### config.mk
export PLATFORM = sky130hd
export DESIGN_NAME = wdt_recovery_ctrl
export DESIGN_NICKNAME = d
export VERILOG_FILES = /design/src/rtl/wdr_pkg.sv /design/src/rtl/wdr_tick_gen.sv /design/src/rtl/wdr_step_gen.sv /design/src/rtl/wdr_fsm.sv /design/src/rtl/wdt_recovery_ctrl.sv
export SDC_FILE = /design/constraint.sdc
export NUM_CORES = 1
export LEC_CHECK = 0
export ABC_AREA = 1
export ABC_CLOCK_PERIOD_IN_PS = 2400
export BUFFER_PORTS_ARGS = -buffer_cell sky130_fd_sc_hd__buf_2
export CAP_MARGIN = 5
export CORE_UTILIZATION = 50
export DETAILED_ROUTE_END_ITERATION = 8
export PLACE_DENSITY = 0.73
export SYNTH_ARGS = -nofsm -noshare
export SYNTH_HDL_FRONTEND = slang
export SYNTH_HIERARCHICAL = 1
export SYNTH_SLANG_ARGS = --single-unit
### constraint.sdc
create_clock -name clk -period 2.4 [get_ports clk]
set_input_delay 0.48 -clock clk [delete_from_list [all_inputs] [get_ports clk]]
set_output_delay 0.48 -clock clk [all_outputs]
set_load 0.005 [all_outputs]
### src/rtl/wdr_pkg.sv
package wdr_pkg;

    typedef enum logic [2:0] {
        ST_IDLE,
        ST_ARMED,
        ST_FIRE,
        ST_PULSE,
        ST_EXPIRED
    } wdr_state_e;

endpackage

### src/rtl/wdr_tick_gen.sv
module wdr_tick_gen #(
    parameter int unsigned DIV = 1000
) (
    input  logic clk,
    input  logic rst_n,
    input  logic clr,
    input  logic run,
    output logic tick
);

    generate
        if (DIV <= 1) begin : g_direct
            assign tick = run && !clr;
        end else begin : g_count
            localparam int unsigned CW = $clog2(DIV);
            localparam logic [CW-1:0] LAST = CW'(DIV - 1);
            logic [CW-1:0] cnt_q;

            always_ff @(posedge clk or negedge rst_n) begin
                if (!rst_n) begin
                    cnt_q <= '0;
                end else if (clr) begin
                    cnt_q <= '0;
                end else if (run) begin
                    cnt_q <= (cnt_q == LAST) ? '0 : cnt_q + 1'b1;
                end
            end

            assign tick = run && !clr && (cnt_q == LAST);


            tick_gap_chk: assert property (@(posedge clk) disable iff (!rst_n)
                tick |=> !tick);
        end
    endgenerate

endmodule

### src/rtl/wdr_step_gen.sv
module wdr_step_gen #(
    parameter int unsigned FINE_MS   = 15,
    parameter int unsigned COARSE_MS = 150
) (
    input  logic clk,
    input  logic rst_n,
    input  logic clr,
    input  logic coarse,
    input  logic tick,
    output logic step
);

    localparam int unsigned MAXMS = (COARSE_MS > FINE_MS) ? COARSE_MS : FINE_MS;
    localparam int unsigned CW    = $clog2(MAXMS + 1);
    localparam logic [CW-1:0] FINE_LAST   = CW'(FINE_MS - 1);
    localparam logic [CW-1:0] COARSE_LAST = CW'(COARSE_MS - 1);

    logic [CW-1:0] lim_q;
    logic [CW-1:0] cnt_q;

    always_ff @(posedge clk or negedge rst_n) begin
        if (!rst_n) begin
            lim_q <= FINE_LAST;
            cnt_q <= '0;
        end else if (clr) begin
            lim_q <= coarse ? COARSE_LAST : FINE_LAST;
            cnt_q <= '0;
        end else if (tick) begin
            cnt_q <= (cnt_q == lim_q) ? '0 : cnt_q + 1'b1;
        end
    end

    assign step = tick && !clr && (cnt_q == lim_q);


    step_limit_chk: assert property (@(posedge clk) disable iff (!rst_n)
        cnt_q <= lim_q);

endmodule

### src/rtl/wdr_fsm.sv
module wdr_fsm
    import wdr_pkg::*;
#(
    parameter int unsigned TO_W       = 5,
    parameter int unsigned N_W        = 8,
    parameter int unsigned M_W        = 8,
    parameter int unsigned RST_CYCLES = 8
) (
    input  logic            clk,
    input  logic            rst_n,
    input  logic            wd_enable,
    input  logic [TO_W-1:0] wd_timeout,
    input  logic            rst_enable,
    input  logic            cfg_write,
    input  logic            kick,
    input  logic            status_clr,
    input  logic [N_W-1:0]  rec_n_in,
    input  logic [M_W-1:0]  rec_m_in,
    input  logic            step,
    output logic            load,
    output logic            run,
    output logic            wd_status,
    output logic            sys_rst_pulse,
    output logic            rec_select,
    output logic [N_W-1:0]  rec_n_out,
    output logic [M_W-1:0]  rec_m_out
);

    localparam int unsigned PW = $clog2(RST_CYCLES + 1);
    localparam logic [PW-1:0] PULSE_LAST = PW'(RST_CYCLES - 1);

    wdr_state_e      state_q, state_d;
    logic [TO_W-1:0] remain_q;
    logic [PW-1:0]   pcnt_q;
    logic            active;
    logic            refresh;
    logic            fire_now;

    assign active  = wd_enable && (wd_timeout != '0);
    assign refresh = kick || cfg_write;

    // next-state logic
    always_comb begin
        state_d = state_q;
        unique case (state_q)
            ST_IDLE: begin
                if (active) state_d = ST_ARMED;
            end
            ST_ARMED: begin
                if (!active)                                state_d = ST_IDLE;
                else if (refresh)                           state_d = ST_ARMED;
                else if (step && remain_q == TO_W'(1))      state_d = ST_FIRE;
            end
            ST_FIRE: begin
                state_d = rst_enable ? ST_PULSE : ST_EXPIRED;
            end
            ST_PULSE: begin
                if (pcnt_q == '0) state_d = ST_EXPIRED;
            end
            ST_EXPIRED: begin
                if (!active)      state_d = ST_IDLE;
                else if (refresh) state_d = ST_ARMED;
            end
            default: state_d = ST_IDLE;
        endcase
    end

    // state register
    always_ff @(posedge clk or negedge rst_n) begin
        if (!rst_n) state_q <= ST_IDLE;
        else        state_q <= state_d;
    end

    // output and control decode
    always_comb begin
        load          = 1'b0;
        run           = 1'b0;
        rec_select    = 1'b0;
        sys_rst_pulse = 1'b0;
        unique case (state_q)
            ST_IDLE:    load = active;
            ST_ARMED: begin
                run  = 1'b1;
                load = active && refresh;
            end
            ST_FIRE:    rec_select = 1'b1;
            ST_PULSE:   sys_rst_pulse = 1'b1;
            ST_EXPIRED: load = active && refresh;
            default: ;
        endcase
    end

    assign fire_now = (state_q == ST_ARMED) && (state_d == ST_FIRE);

    // datapath registers
    always_ff @(posedge clk or negedge rst_n) begin
        if (!rst_n) begin
            remain_q  <= '0;
            pcnt_q    <= '0;
            wd_status <= 1'b0;
            rec_n_out <= '0;
            rec_m_out <= '0;
        end else begin
            if (load)
                remain_q <= wd_timeout;
            else if (run && step)
                remain_q <= remain_q - 1'b1;

            if (state_q == ST_FIRE)
                pcnt_q <= PULSE_LAST;
            else if (state_q == ST_PULSE && pcnt_q != '0)
                pcnt_q <= pcnt_q - 1'b1;

            if (fire_now)
                wd_status <= 1'b1;
            else if (status_clr)
                wd_status <= 1'b0;

            if (fire_now) begin
                rec_n_out <= rec_n_in;
                rec_m_out <= rec_m_in;
            end
        end
    end


    sel_single_chk: assert property (@(posedge clk) disable iff (!rst_n)
        rec_select |=> !rec_select);


    sel_status_chk: assert property (@(posedge clk) disable iff (!rst_n)
        rec_select |-> wd_status);


    status_sticky_chk: assert property (@(posedge clk) disable iff (!rst_n)
        (wd_status && !status_clr) |=> wd_status);


    rst_gate_chk: assert property (@(posedge clk) disable iff (!rst_n)
        (rec_select && !rst_enable) |=> !sys_rst_pulse);


    rst_after_sel_chk: assert property (@(posedge clk) disable iff (!rst_n)
        $rose(sys_rst_pulse) |-> $past(rec_select));


    idle_quiet_chk: assert property (@(posedge clk) disable iff (!rst_n)
        !wd_enable |=> !rec_select);


    refresh_wins_chk: assert property (@(posedge clk) disable iff (!rst_n)
        (state_q == ST_ARMED && refresh) |=> !rec_select);

endmodule

### src/rtl/wdt_recovery_ctrl.sv
module wdt_recovery_ctrl #(
    parameter int unsigned CLK_PER_MS = 1000,
    parameter int unsigned FINE_MS    = 15,
    parameter int unsigned COARSE_MS  = 150,
    parameter int unsigned TO_W       = 5,
    parameter int unsigned N_W        = 8,
    parameter int unsigned M_W        = 8,
    parameter int unsigned RST_CYCLES = 8
) (
    input  logic            clk,
    input  logic            rst_n,
    input  logic            wd_enable,
    input  logic [TO_W-1:0] wd_timeout,
    input  logic            wd_coarse,
    input  logic            rst_enable,
    input  logic            cfg_write,
    input  logic            kick,
    input  logic            status_clr,
    input  logic [N_W-1:0]  rec_n_in,
    input  logic [M_W-1:0]  rec_m_in,
    output logic            wd_status,
    output logic            sys_rst_pulse,
    output logic            rec_select,
    output logic [N_W-1:0]  rec_n_out,
    output logic [M_W-1:0]  rec_m_out
);

    logic load;
    logic run;
    logic tick;
    logic step;

    wdr_tick_gen #(
        .DIV (CLK_PER_MS)
    ) u_tick (
        .clk   (clk),
        .rst_n (rst_n),
        .clr   (load),
        .run   (run),
        .tick  (tick)
    );

    wdr_step_gen #(
        .FINE_MS   (FINE_MS),
        .COARSE_MS (COARSE_MS)
    ) u_step (
        .clk    (clk),
        .rst_n  (rst_n),
        .clr    (load),
        .coarse (wd_coarse),
        .tick   (tick),
        .step   (step)
    );

    wdr_fsm #(
        .TO_W       (TO_W),
        .N_W        (N_W),
        .M_W        (M_W),
        .RST_CYCLES (RST_CYCLES)
    ) u_fsm (
        .clk           (clk),
        .rst_n         (rst_n),
        .wd_enable     (wd_enable),
        .wd_timeout    (wd_timeout),
        .rst_enable    (rst_enable),
        .cfg_write     (cfg_write),
        .kick          (kick),
        .status_clr    (status_clr),
        .rec_n_in      (rec_n_in),
        .rec_m_in      (rec_m_in),
        .step          (step),
        .load          (load),
        .run           (run),
        .wd_status     (wd_status),
        .sys_rst_pulse (sys_rst_pulse),
        .rec_select    (rec_select),
        .rec_n_out     (rec_n_out),
        .rec_m_out     (rec_m_out)
    );

endmodule

[Word level (Yosys, flattened, before mapping)]
Index checks and enable logic that the tools add are counted.
Word-level totals
  register bits: 55
  output and inout bits: 19
  logic and storage cells: 69
  input bits: 29
Operators by class
  muxes and demuxes: 26
  reductions and logical operators: 22
  add/subtract/negate cells: 4
  equality and inequality tests: 8
Operator list (count)
  8-bit two-way mux: 4
  10-bit two-way mux: 3
  3-bit two-way mux: 8
  3-bit one-hot mux with 5 select lines: 1
  10-bit by 1-bit adder with 10-bit output, second input constant: 1
  10-bit equality test, second input constant: 1
  1-bit logical AND: 10
  5-bit two-way mux: 2
  2-bit nonzero test: 5
  3-bit by 2-bit equality test with 1-bit output, second input constant: 3
  8-bit by 1-bit adder with 8-bit output, second input constant: 1
  8-bit equality test: 1
  4-bit two-way mux: 2
  5-bit by 1-bit equality test with 1-bit output, second input constant: 1
  1-bit two-way mux: 5
  5-bit nonzero test: 1
  5-bit by 1-bit subtractor with 5-bit output, second input constant: 1
  4-bit zero test: 1
  4-bit nonzero test: 1
  4-bit by 1-bit subtractor with 4-bit output, second input constant: 1
  3-bit by 1-bit equality test with 1-bit output, second input constant: 1
  3-bit equality test, second input constant: 1
  3-bit zero test: 1
  1-bit one-hot mux with 2 select lines: 1
  3 further kinds: 3

[Logic depth before layout (Yosys ltp)]
Gate-level depths: netlist of the first run.
  depth after elaboration: 17
  mapped depth: 18

[By module]
The synthesis of the first run kept the hierarchy.
Modules (own cells, without submodules)
  wdr_fsm: area an instance 1473.9 um2, cells an instance 194, times used 1
  wdr_step_gen: area an instance 641.9 um2, cells an instance 90, times used 1
  wdr_tick_gen: area an instance 629.4 um2, cells an instance 91, times used 1

[Worst setup path after synthesis of the first run]
Ideal clock, no wire load.
  path kind: input-to-reg
  start: in cfg_write
  end: reg u_fsm.rec_m_out[6]
  setup slack: -105 ps
  path buffers: 1
  library setup time: 116 ps
  stages: 17
  required time: 2284 ps
  data arrival time: 2388 ps
  cells stage by stage: nor2_1 nand2_1 nand2_1 nor2_1 nor2_1 inv_1 nor2_1 inv_1 nor3_2 nand3_1 nor2_1 nand2_2 nor2_8 inv_4 buf_6 nand2_1 nand2_1
Between the ends
  word-level cells in the longest chain between the ends: 15
Ends and longest elaborated chain
  from (decl): line wdt_recovery_ctrl.sv:16  | input logic cfg_write,
  1-bit logical OR: line wdr_fsm.sv:40  | assign refresh = kick || cfg_write;
  1-bit logical AND: line wdr_fsm.sv:84, wdr_fsm.sv:88
  1-bit one-hot mux with 2 select lines: line wdr_fsm.sv:80  | unique case (state_q)
  named net load: line wdt_recovery_ctrl.sv:28  | logic load;
  1-bit zero test: line wdr_tick_gen.sv:29  | assign tick = run && !clr && (cnt_q == LAST);
  1-bit logical AND (2 in series): line wdr_tick_gen.sv:29
  named net tick: line wdt_recovery_ctrl.sv:30  | logic tick;
  1-bit logical AND (2 in series): line wdr_step_gen.sv:33  | assign step = tick && !clr && (cnt_q == lim_q);
  named net step: line wdt_recovery_ctrl.sv:31  | logic step;
  1-bit logical AND: line wdr_fsm.sv:52  | else if (step && remain_q == TO_W'(1)) state_d = ST_FIRE;
  3-bit two-way mux: line wdr_fsm.sv:52
  3-bit two-way mux: line wdr_fsm.sv:51  | else if (refresh) state_d = ST_ARMED;
  3-bit two-way mux: line wdr_fsm.sv:50  | if (!active) state_d = ST_IDLE;
  3-bit one-hot mux with 5 select lines: line wdr_fsm.sv:45  | unique case (state_q)
  3-bit by 2-bit equality test with 1-bit output: line wdr_fsm.sv:93  | assign fire_now = (state_q == ST_ARMED) && (state_d == ST_FIRE);
  1-bit logical AND: line wdr_fsm.sv:93
  to (signal assigned): line wdr_fsm.sv:121  | rec_m_out <= rec_m_in;
  to (decl): line wdr_fsm.sv:26  | output logic [M_W-1:0] rec_m_out
The timed path passes the listed nets, and every way through them passes these cells.
A chain may end at the register's enable or synchronous reset.

[Worst setup path in the final report of the first run]
  start: reg u_tick.g_count.cnt_q[1]
  end: reg u_fsm.rec_m_out[7]
Between the ends
  word-level cells in the longest chain between the ends: 11
Ends and longest elaborated chain
  from (decl): line wdr_tick_gen.sv:17  | logic [CW-1:0] cnt_q;
  from (signal assigned): line wdr_tick_gen.sv:25  | cnt_q <= (cnt_q == LAST) ? '0 : cnt_q + 1'b1;
  10-bit equality test: line wdr_tick_gen.sv:29
  1-bit logical AND: line wdr_tick_gen.sv:29
  named net tick: line wdt_recovery_ctrl.sv:30
  1-bit logical AND (2 in series): line wdr_step_gen.sv:33
  named net step: line wdt_recovery_ctrl.sv:31
  1-bit logical AND: line wdr_fsm.sv:52
  3-bit two-way mux: line wdr_fsm.sv:52
  3-bit two-way mux: line wdr_fsm.sv:51
  3-bit two-way mux: line wdr_fsm.sv:50
  3-bit one-hot mux with 5 select lines: line wdr_fsm.sv:45
  3-bit by 2-bit equality test with 1-bit output: line wdr_fsm.sv:93
  1-bit logical AND: line wdr_fsm.sv:93
The timed path passes the listed nets, and every way through them passes these cells.

==> results of run 1 <==
where the power goes:
| part | internal (uW) | switching (uW) |
|---|---|---|
| Combinational | 68.2 | 105 |
| Sequential | 847 | 17.5 |
| Clock | 312 | 286 |
| Total | 1230 | 408 |
cell usage after synthesis:
| master | count |
|---|---|
| or2_2 | 1 |
| nor3_1 | 1 |
| nor3_4 | 1 |
| nor2_2 | 4 |
| xor2_1 | 4 |
| o21bai_1 | 1 |
| a21oi_1 | 6 |
| nor2_8 | 1 |
| dfrtp_1 | 48 |
| buf_6 | 1 |
| nor2_1 | 29 |
| buf_4 | 1 |
| nand2_2 | 5 |
| inv_4 | 1 |
| a21o_1 | 1 |
| o21ai_0 | 12 |
| nand2_1 | 151 |
| inv_2 | 8 |
| nor3_2 | 3 |
| buf_2 | 1 |
| nor2_4 | 4 |
| nand3_2 | 3 |
| nand3_1 | 40 |
| dfstp_2 | 1 |
| nand4_1 | 4 |
| ha_1 | 5 |
| inv_1 | 37 |
| nor4_1 | 1 |
worst max-delay path, stage by stage (launching register included):
cell and delay [ps]:
dfrtp_1 390, ha_1 190, nand2_2 110, nor4_1 170
nand2_1 110, nor2_1 130, inv_1 100, nor3_4 140
nand3_1 120, nor2_2 120, nand2_2 100, nor2_8 150
buf_12 150, nand2_1 60, nand2_1 60
cell type report:
class,count,area share (%)
clock buffers,5,2.08
clock inverters,3,1.40
inverters,46,5.30
multi-input cells,277,40.3
flip-flops and latches,49,37.2
well taps,70,2.65
repair buffers,61,11.1
state kept, by name (all words and copies together), names as in the netlist:
name and cells:
u_fsm/rec_m_out 8, u_step/cnt_q 8, u_fsm/remain_q 5, u_tick/g_count.cnt_q 10
u_fsm/wd_status 1, u_fsm/rec_n_out 8, u_step/lim_q 2, u_fsm/pcnt_q 4
u_fsm/state_q 3
routing by layer:
layer / routed length, um / vias to the layer above / part of all wire (%)
met5: 0 / - / 0
met4: 82 / 0 / 1.5
met3: 203 / 8 / 3.6
met2: 2690 / 56 / 48
met1: 2650 / 1135 / 47
li1: - / 1301 / -
timing repair:
| item | 4_1_cts | 5_1_grt |
|---|---|---|
| endpoints found under the hold margin | 1 | 0 |
| hold buffers | 1 | 0 |
| setup buffers | 0 | 4 |
| resized for setup | 0 | 3 |
| endpoints found under the setup margin | 0 | 18 |
cells in the final DEF (no fill, tap or decap), types with 3 or more instances in the layout:
cell and instances:
nand2_1 151, buf_2 47, dfrtp_1 47, nand3_1 40, inv_1 37, nor2_1 26, o21ai_0 12, buf_4 11
inv_2 8, nor2_2 7, a21oi_1 6, clkbuf_8 5, nand2_2 5, ha_1 5, nand4_1 4, xor2_1 4
nor2_4 4, nand3_2 3
through the flow:
stage | setup TNS (ps) | cell area [sq um] | setup slack, ps
after floorplan | 0 | 2750 | 18.7
after global placement | 0 | 3140 | 96.0
after detailed placement | -6.12 | 3140 | -5.82
after CTS | 0 | 3270 | 105
after global routing | 0 | 3310 | 7.74
final | 0 | 3310 | 243
final timing paths:
path | startpoint | endpoint
worst max-delay path | u_tick/g_count.cnt_q[1] | u_fsm/rec_m_out[7]
worst min-delay path | status_clr | u_fsm/wd_status
max in group asynchronous | rst_n | u_step/lim_q[3]
worst min register to register | u_fsm/rec_n_out[2] | u_fsm/rec_n_out[2]
worst max register to register | u_tick/g_count.cnt_q[1] | u_fsm/rec_m_out[7]
min in group asynchronous | rst_n | u_fsm/pcnt_q[1]
cell families (layout without fill, tap and decap cells):
logic type	Yosys count	after routing	synth area share, %
AND/OR/NAND/NOR	248	248	40.7
flip-flops	49	49	44.7
buffers and inverters	49	115	7.25
AO/OA/AOI/OAI	20	20	3.83
adder cells (fa/ha/maj)	5	5	2.28
XOR/XNOR	4	4	1.28
==> impl_metrics.csv, run 1 <==
group,metric,value,unit
pwr,power_density,494,nW/um^2
layout,antenna_cells,0,
floorplan,die_h,76.1,um
route,via_per_inst,4.89,
cts,cts.sinks,49,
layout,regArea,1230,sq um
setup_path,cp.required,2640,ps
global_route,grt_pass1_wl,10200,um
route,drt-total-wl,5630,um
route,drt_first_pass_iters,4,
yosys,synthCells,375,
cts,cts_buffers,5,
sta,whs,365,ps
yosys,seq_area_frac_synth,44.7,%
route,routedWlPerCell,11.0,um
yosys,synth-seq-cells,49,
min_path,whs_path_depth,2,
pwr,p_leak,0.00183,uW
layout,multi_input_area,1330,sq um
sta,fin_crit_sh,89.9,%
route,route.vias.total,2500,
sta,rsz0062_at_grt,"no",
global_route,grt_max_degree,49,
layout,post-route-util,63.5,%
yosys,yosys.area.top_type,"dfrtp_1",
setup_path,cp_max_fo,16,
setup_path,ff2ff_path_depth,14,
yosys,netlist.area_leader.share,43.8,%
floorplan,dieWidth,76.1,um
sta,hold_viol,0,
sta,relSlewSlack,78.0,%
setup_path,crit_type,"reg -> reg",
run,drv_cap,0,
global_route,track_usage,21.3,%
global_route,grt.busiest_layer,"met2",
setup_path,setup.worst_path.start_class,"register",
placement,dp_cells,498,
outcome,outcome,"finished, final reports clean",
global_route,antenna_found_initial,0,
cts,htreeDepth,2,
yosys,syn-num-nets,409,
sta,clock_skew,10.2,ps
layout,fillers,465,
pwr,power.total,1630,uW
yosys,synth_area_leaders,"dfrtp_1 44%, nand2_1 21%, nand3_1 7.3%",
route,drt_iter0_markers,107,
floorplan,initial_utilization,52.7,%
global_route,grt_remaining_overflow,0,
layout,synthToLayoutAreaGrowth,20.5,%
setup_path,critPathArrivalTime,2400,ps
setup_path,crit_path_end_kind,"register",
cts,cts_buffer_depth,2,
pwr,ir_drop,0.272,mV
sta,min_period,2160,ps
cts,cts_root_buffer,"clkbuf_8",
global_route,use_met2,36.5,%
cts,cts_tree,"yes",
placement,place_congestion,0.827,
cts,clk_latency,300,ps
yosys,synth_warnings,6,
placement,hpwl,4140,um
route,final_antenna_net_count,0,
sta,finalSetupViolations,0,
layout,final_nets,474,
yosys,syn_area,2750,sq um
floorplan,design.core.area,5200,sq um
sta,tightestPinTransition,328,ps
placement,port_buffers,47,
floorplan,io_pins,48,
global_route,grt_use_met1,27.4,%
yosys,syn_area_per_cell,7.32,sq um
yosys,yosysUniqueCellTypes,28,
layout,layout-drive-gt1-share,23.6,%
global_route,grtUsageMet3,3.23,%
route,remaining_drc_errors,0,
layout,finalNonFillerCells,511,
floorplan,rows,26,
global_route,grt_pass1_vias,2471,
min_path,hold_path.class,"in -> reg",
sta,fmax,0.464,GHz
sta,drv_slew,0,
floorplan,die_area,5790,sq um
cts,path_clk_slew,100,ps
setup_path,rrSetupSlack,240,ps
(Power assumes the default switching activity.)
==> inputs of run 2 (changes only) <==
- CORE_ASPECT_RATIO: default -> 0.8
==> impl_metrics.csv, run 2 (synthesized netlist as in run 1, its figures left out) <==
group,metric,value,unit
global_route,grt_pass1_wl,9200,um
cts,cts_buffer_depth,2,
pwr,pwr-share-seq,56.1,%
layout,antenna_cells,0,
layout,layout-drive-gt1-share,23.6,%
pwr,intPower,1120,uW
cts,htreeDepth,2,
setup_path,crit_top_cell,"inv_1",
sta,relSlewSlack,47.8,%
cts,ctsHoldBuffers,0,
layout,final_nets,470,
setup_path,cp.required,2610,ps
layout,finalNonFillerCells,499,
outcome,violations,"DRC",
route,via_per_inst,4.91,
layout,layout_commonest_cell,"nand2_1",
placement,hpwl,4000,um
setup_path,crit_chain,"inv_2 > nand3_2 > inv_2 > inv_1 > nor2_2 > inv_1 > nor2_1 > inv_1 > nor3_4 > nand3_1 > nor2_2 > nand2_2 > nor2_8 > inv_4 > nand2_1 > nand2_1",
cts,cts_root_buffer,"clkbuf_8",
sta,clock_skew,6.29,ps
floorplan,design.core.area,5150,sq um
layout,largest_register,"u_tick/g_count.cnt_q",
placement,place_congestion,0.886,
setup_path,cp_max_fo,18,
global_route,grt_max_degree,36,
layout,regArea,1230,sq um
setup_path,crit_type,"reg -> reg",
sta,rsz0062_at_grt,"no",
setup_path,crit_path_end_kind,"register",
pwr,p_leak,0.00180,uW
floorplan,die_h,68.3,um
run,drv_cap,0,
sta,fin_ws,208,ps
sta,fin_crit_sh,91.3,%
cts,cts_setup_buffers,0,
setup_path,cp_top_family,"simple AND/OR/NAND/NOR gates",
sta,min_period,2190,ps
floorplan,die_area,5790,sq um
pwr,combinationalPowerShare,10.4,%
sta,fmax,0.456,GHz
cts,clk_latency,300,ps
pwr,power_density,475,nW/um^2
floorplan,io_pins,48,
min_path,hold_path.class,"in -> async",
layout,largest_register_ffs,10,
pwr,ir_drop,0.243,mV
route,routedWlPerCell,11.0,um
layout,final_cell_mix,"151 x nand2_1, 47 x buf_2, 46 x dfrtp_1, 40 x nand3_1, 37 x inv_1",
route,drt-total-wl,5470,um
outcome,outcome,"complete, but fails checks",
pwr,switching_share,27.0,%
setup_path,setup.worst_path.start_class,"register",
floorplan,rows,23,
route,remaining_drc_errors,3,
cts,cts_tree,"yes",
floorplan,dieWidth,84.8,um
setup_path,slowest_stage,"dfrtp_1",
pwr,switchingPower,416,uW
sta,tns,0,ps
placement,dp_cells,491,
cts,post_cts_resized,0,
layout,fillers,451,
global_route,antenna_found_initial,0,
route,drt_first_pass_iters,6,
sta,drv_slew,0,
sta,finalSetupViolations,0,
cts,cts.sinks,49,
pwr,clkPwrFrac,33.5,%
global_route,grt_remaining_overflow,0,
placement,port_buffers,47,
global_route,track_usage,20.2,%
cts,cts_buffers,5,
setup_path,critPathArrivalTime,2400,ps
setup_path,slowest_delay,430,ps
setup_path,crit_buf_inv,6,
layout,synthToLayoutAreaGrowth,18.1,%
placement,preCtsSetupSlack,-17.0,ps
sta,hold_viol,0,
route,final_antenna_net_count,0,
sta,tightestPinTransition,782,ps
global_route,grt_pass1_vias,2033,
cts,path_clk_slew,100,ps
layout,multi_input_area,1340,sq um
floorplan,initial_utilization,53.3,%
route,drt_iter0_markers,169,
route,route.vias.total,2448,
-- run 2: final timing paths --
check                                   start                 end  slack (ps)  cells past startpoint
max                          u_fsm/state_q[1]  u_fsm/rec_m_out[6]         210                     16
min                                     rst_n     u_fsm/pcnt_q[0]         250                      1
max reg2reg                  u_fsm/state_q[1]  u_fsm/rec_m_out[6]         210                     16
min reg2reg                u_fsm/rec_n_out[7]  u_fsm/rec_n_out[7]         470                      2
max in group asynchronous               rst_n  u_fsm/rec_n_out[2]        1540                      2
min in group clk                   status_clr     u_fsm/wd_status         350                      2
-- run 2: through the flow --
step / util (%) / hold WS (ps) / power (uW) / area, sq um
6_report: 62.9 / 246 / 1540 / 3240
5_1_grt: 62.9 / 316 / 1630 / 3240
4_1_cts: 62.6 / 277 / 1570 / 3220
3_5_place_dp: 60.7 / 453 / 1040 / 3130
3_3_place_gp: 60.7 / 454 / 1040 / 3130
2_1_floorplan: - / 184 / 966 / 2750
-- run 2: routing by layer --
layer	part of all wire [%]	vias to the layer above	global-route usage (%)
li1	-	1291	-
met1	53	1092	29.6
met2	42	61	30.2
met3	4.9	4	4.22
met4	0.82	0	5.72
met5	0	-	0
-- run 2: power groups by stage --
stage | registers (uW) | clock network, uW | logic [uW]
2_1_floorplan | 876 | 0 | 90.2
3_3_place_gp | 880 | 0 | 160
3_5_place_dp | 880 | 0 | 159
4_1_cts | 864 | 541 | 160
5_1_grt | 868 | 577 | 183
6_report | 865 | 516 | 160
-- run 2: final cells by class --
cell class | instances | share of cell area (%)
clock inverter | 3 | 0.888
multi-input combinational | 277 | 41.3
clock buffer | 5 | 2.12
sequential | 49 | 37.9
inverter | 46 | 5.40
tap | 62 | 2.39
timing repair buffer | 57 | 9.96
-- run 2: worst reg2reg max path: cells and delay by family, from the launching register on --
| kind | cells | cell delay, ps |
|---|---|---|
| buf+inv | 6 | 520 |
| flops | 1 | 430 |
| simple gates | 10 | 1160 |
==> inputs of run 3 (changes only) <==
- PLACE_DENSITY: 0.73 -> 0.74
- SYNTH_HIERARCHICAL: 1 -> default
==> impl_metrics.csv, run 3 <==
group,metric,value,unit
cts,cts_root_buffer,"clkbuf_8",
yosys,syn-num-nets,345,
yosys,async_flop_share,100,%
setup_path,cp_top_family,"simple AND/OR/NAND/NOR gates",
sta,fin_crit_sh,80.5,%
global_route,grt_max_degree,28,
yosys,synthCells,311,
route,drt_iter0_markers,115,
floorplan,rows,22,
outcome,outcome,"finished, final reports clean",
setup_path,crit_path_end_kind,"register",
pwr,p_leak,0.00154,uW
floorplan,design.core.area,4730,sq um
route,met2_length,2110,um
route,final_antenna_net_count,0,
sta,tns,0,ps
layout,layout-drive-gt1-share,19.9,%
sta,fmax,0.518,GHz
cts,path_clk_slew,90,ps
setup_path,endpoint,"u_fsm.rec_m_out[7]",
yosys,yosysUniqueCellTypes,32,
yosys,seq_area_frac_synth,48.0,%
route,route.vias.total,2140,
layout,final_cell_mix,"76 x nand2_1, 48 x dfrtp_1, 47 x buf_2, 39 x inv_1, 30 x nand3_1",
cts,cts_tree,"yes",
route,via_per_inst,5.02,
route,remaining_drc_errors,0,
route,drt_first_pass_iters,4,
placement,preCtsSetupSlack,392,ps
layout,final_area,2960,sq um
setup_path,rrSetupSlack,470,ps
cts,cts_buffer_depth,2,
placement,hpwl,3780,um
cts,htreeDepth,2,
cts,clk_latency,290,ps
setup_path,crit_buf_inv,1,
sta,clock_skew,9.23,ps
route,routedWlPerCell,11.7,um
setup_path,rr_endpoint,"u_fsm.rec_m_out[7]",
setup_path,slowest_delay,430,ps
sta,drv_slew,0,
floorplan,initial_utilization,54.0,%
sta,relSlewSlack,63.5,%
setup_path,r2r_start,"u_tick.g_count.cnt_q[0]",
sta,min_period,1930,ps
route,drt-total-wl,4980,um
floorplan,die_h,66.0,um
setup_path,slowest_stage,"dfrtp_1",
layout,largest_register,"u_tick.g_count.cnt_q",
route,route.met3.wl,169,um
setup_path,cp_max_fo,18,
placement,place_congestion,0.854,
sta,hold_viol,0,
sta,fin_ws,468,ps
setup_path,setup.worst_path.start_class,"register",
pwr,ir_drop,0.393,mV
cts,cts.sinks,49,
yosys,ys.flop_type,"dfrtp_1",
cts,post_cts_resized,0,
layout,layout_commonest_cell,"nand2_1",
floorplan,io_pins,48,
global_route,track_usage,21.0,%
placement,place_area,2880,sq um
setup_path,critPathArrivalTime,2110,ps
route,wl_met1,2680,um
setup_path,cp.required,2580,ps
setup_path,crit_chain,"ha_1 > nand2_1 > nor2_1 > nand4_1 > inv_1 > nand4_2 > nand2_4 > nand2_4 > nand2_1 > nand2_1",
cts,cts_buffers,5,
layout,final_nets,399,
layout,synthToLayoutAreaGrowth,15.8,%
placement,dp_cells,418,
floorplan,dieWidth,81.9,um
layout,antenna_cells,0,
pwr,power.total,1720,uW
global_route,grt_pass1_vias,2001,
yosys,yosys.area.top_type,"dfrtp_1",
sta,tightestPinTransition,547,ps
setup_path,startpoint,"u_tick.g_count.cnt_q[0]",
layout,finalNonFillerCells,426,
yosys,netlist.area_leader.share,47.0,%
cts,cts_setup_buffers,0,
yosys,synth_warnings,0,
global_route,grt_pass1_wl,8780,um
setup_path,crit_type,"reg -> reg",
layout,largest_register_ffs,10,
setup_path,cp.depth,10,
yosys,synth-edff-count,0,
global_route,antenna_found_initial,0,
global_route,grt_remaining_overflow,0,
placement,port_buffers,47,
yosys,synth_area_leaders,"dfrtp_1 47%, nand2_1 11%, nand3_1 5.9%",
yosys,syn_area_per_cell,8.22,sq um
route,top_layer,"met4",
run,drv_cap,0,
setup_path,ff2ff_path_depth,10,
setup_path,crit_top_cell,"nand2_1",
floorplan,die_area,5400,sq um
sta,rsz0062_at_grt,"no",
yosys,syn_area,2560,sq um
cts,ctsHoldBuffers,0,
sta,finalSetupViolations,0,
yosys,synth-seq-cells,49,
yosys,synth_top_cells_by_count,"76 x nand2_1, 48 x dfrtp_1, 39 x inv_1",
min_path,hold_path.class,"in -> async",
pwr,power_density,582,nW/um^2
yosys,synth.most_common_cell,"nand2_1",
-- run 3: final cells by class --
class / count / area, sq um
repair buffers: 51 / 278
clock inverters: 2 / 10.0
multi-input cells: 216 / 1140
well taps: 60 / 75.1
flip-flops and latches: 49 / 1230
fillers: 411 / 1770
inverters: 42 / 158
clock buffers: 6 / 72.6
-- run 3: report_power, final --
part           internal (uW)  switching, uW
Combinational            129            199
Clock                    202            251
Sequential               886           55.5
-- run 3: stage by stage --
step,hold WS [ps],util (%)
3_3_place_gp,450,60.8
6_report,161,62.5
3_5_place_dp,455,60.8
5_1_grt,194,62.5
2_1_floorplan,184,-
4_1_cts,175,62.5
-- run 3: worst min-delay path by stage --
stage,start,end,cells past startpoint
4_1_cts,rst_n,u_tick.g_count.cnt_q[5],1
3_3_place_gp,u_fsm.rec_n_out[0],u_fsm.rec_n_out[0],2
6_report,rst_n,u_tick.g_count.cnt_q[5],1
5_1_grt,rst_n,u_tick.g_count.cnt_q[5],1
2_1_floorplan,rst_n,u_fsm.pcnt_q[0],0
3_5_place_dp,u_fsm.rec_m_out[0],u_fsm.rec_m_out[0],2
-- run 3: cells by family after synthesis --
logic type               Yosys count  share of synthesized area (%)
AND/OR/NAND/NOR                  149                           27.0
adder cells (fa/ha/maj)            5                           2.45
flip-flops                        49                           48.0
buffers and inverters             46                           7.39
XOR/XNOR                          14                           4.80
AO/OA/AOI/OAI                     48                           10.4
-- run 3: worst reg2reg max path, delay by kind of cell, from the launching register on --
kind                       cells  cell delay [ps]
adders and majority gates      1              220
and+or+nand+nor                8             1070
DFF                            1              430
buffers and inverters          1              110
-- run 3: metal layers --
metal / vias to the layer above / global-route usage [%]
met5: - / 0
met4: 0 / 3.95
met3: 2 / 4.14
met2: 32 / 31.5
met1: 984 / 31.4
li1: 1122 / -
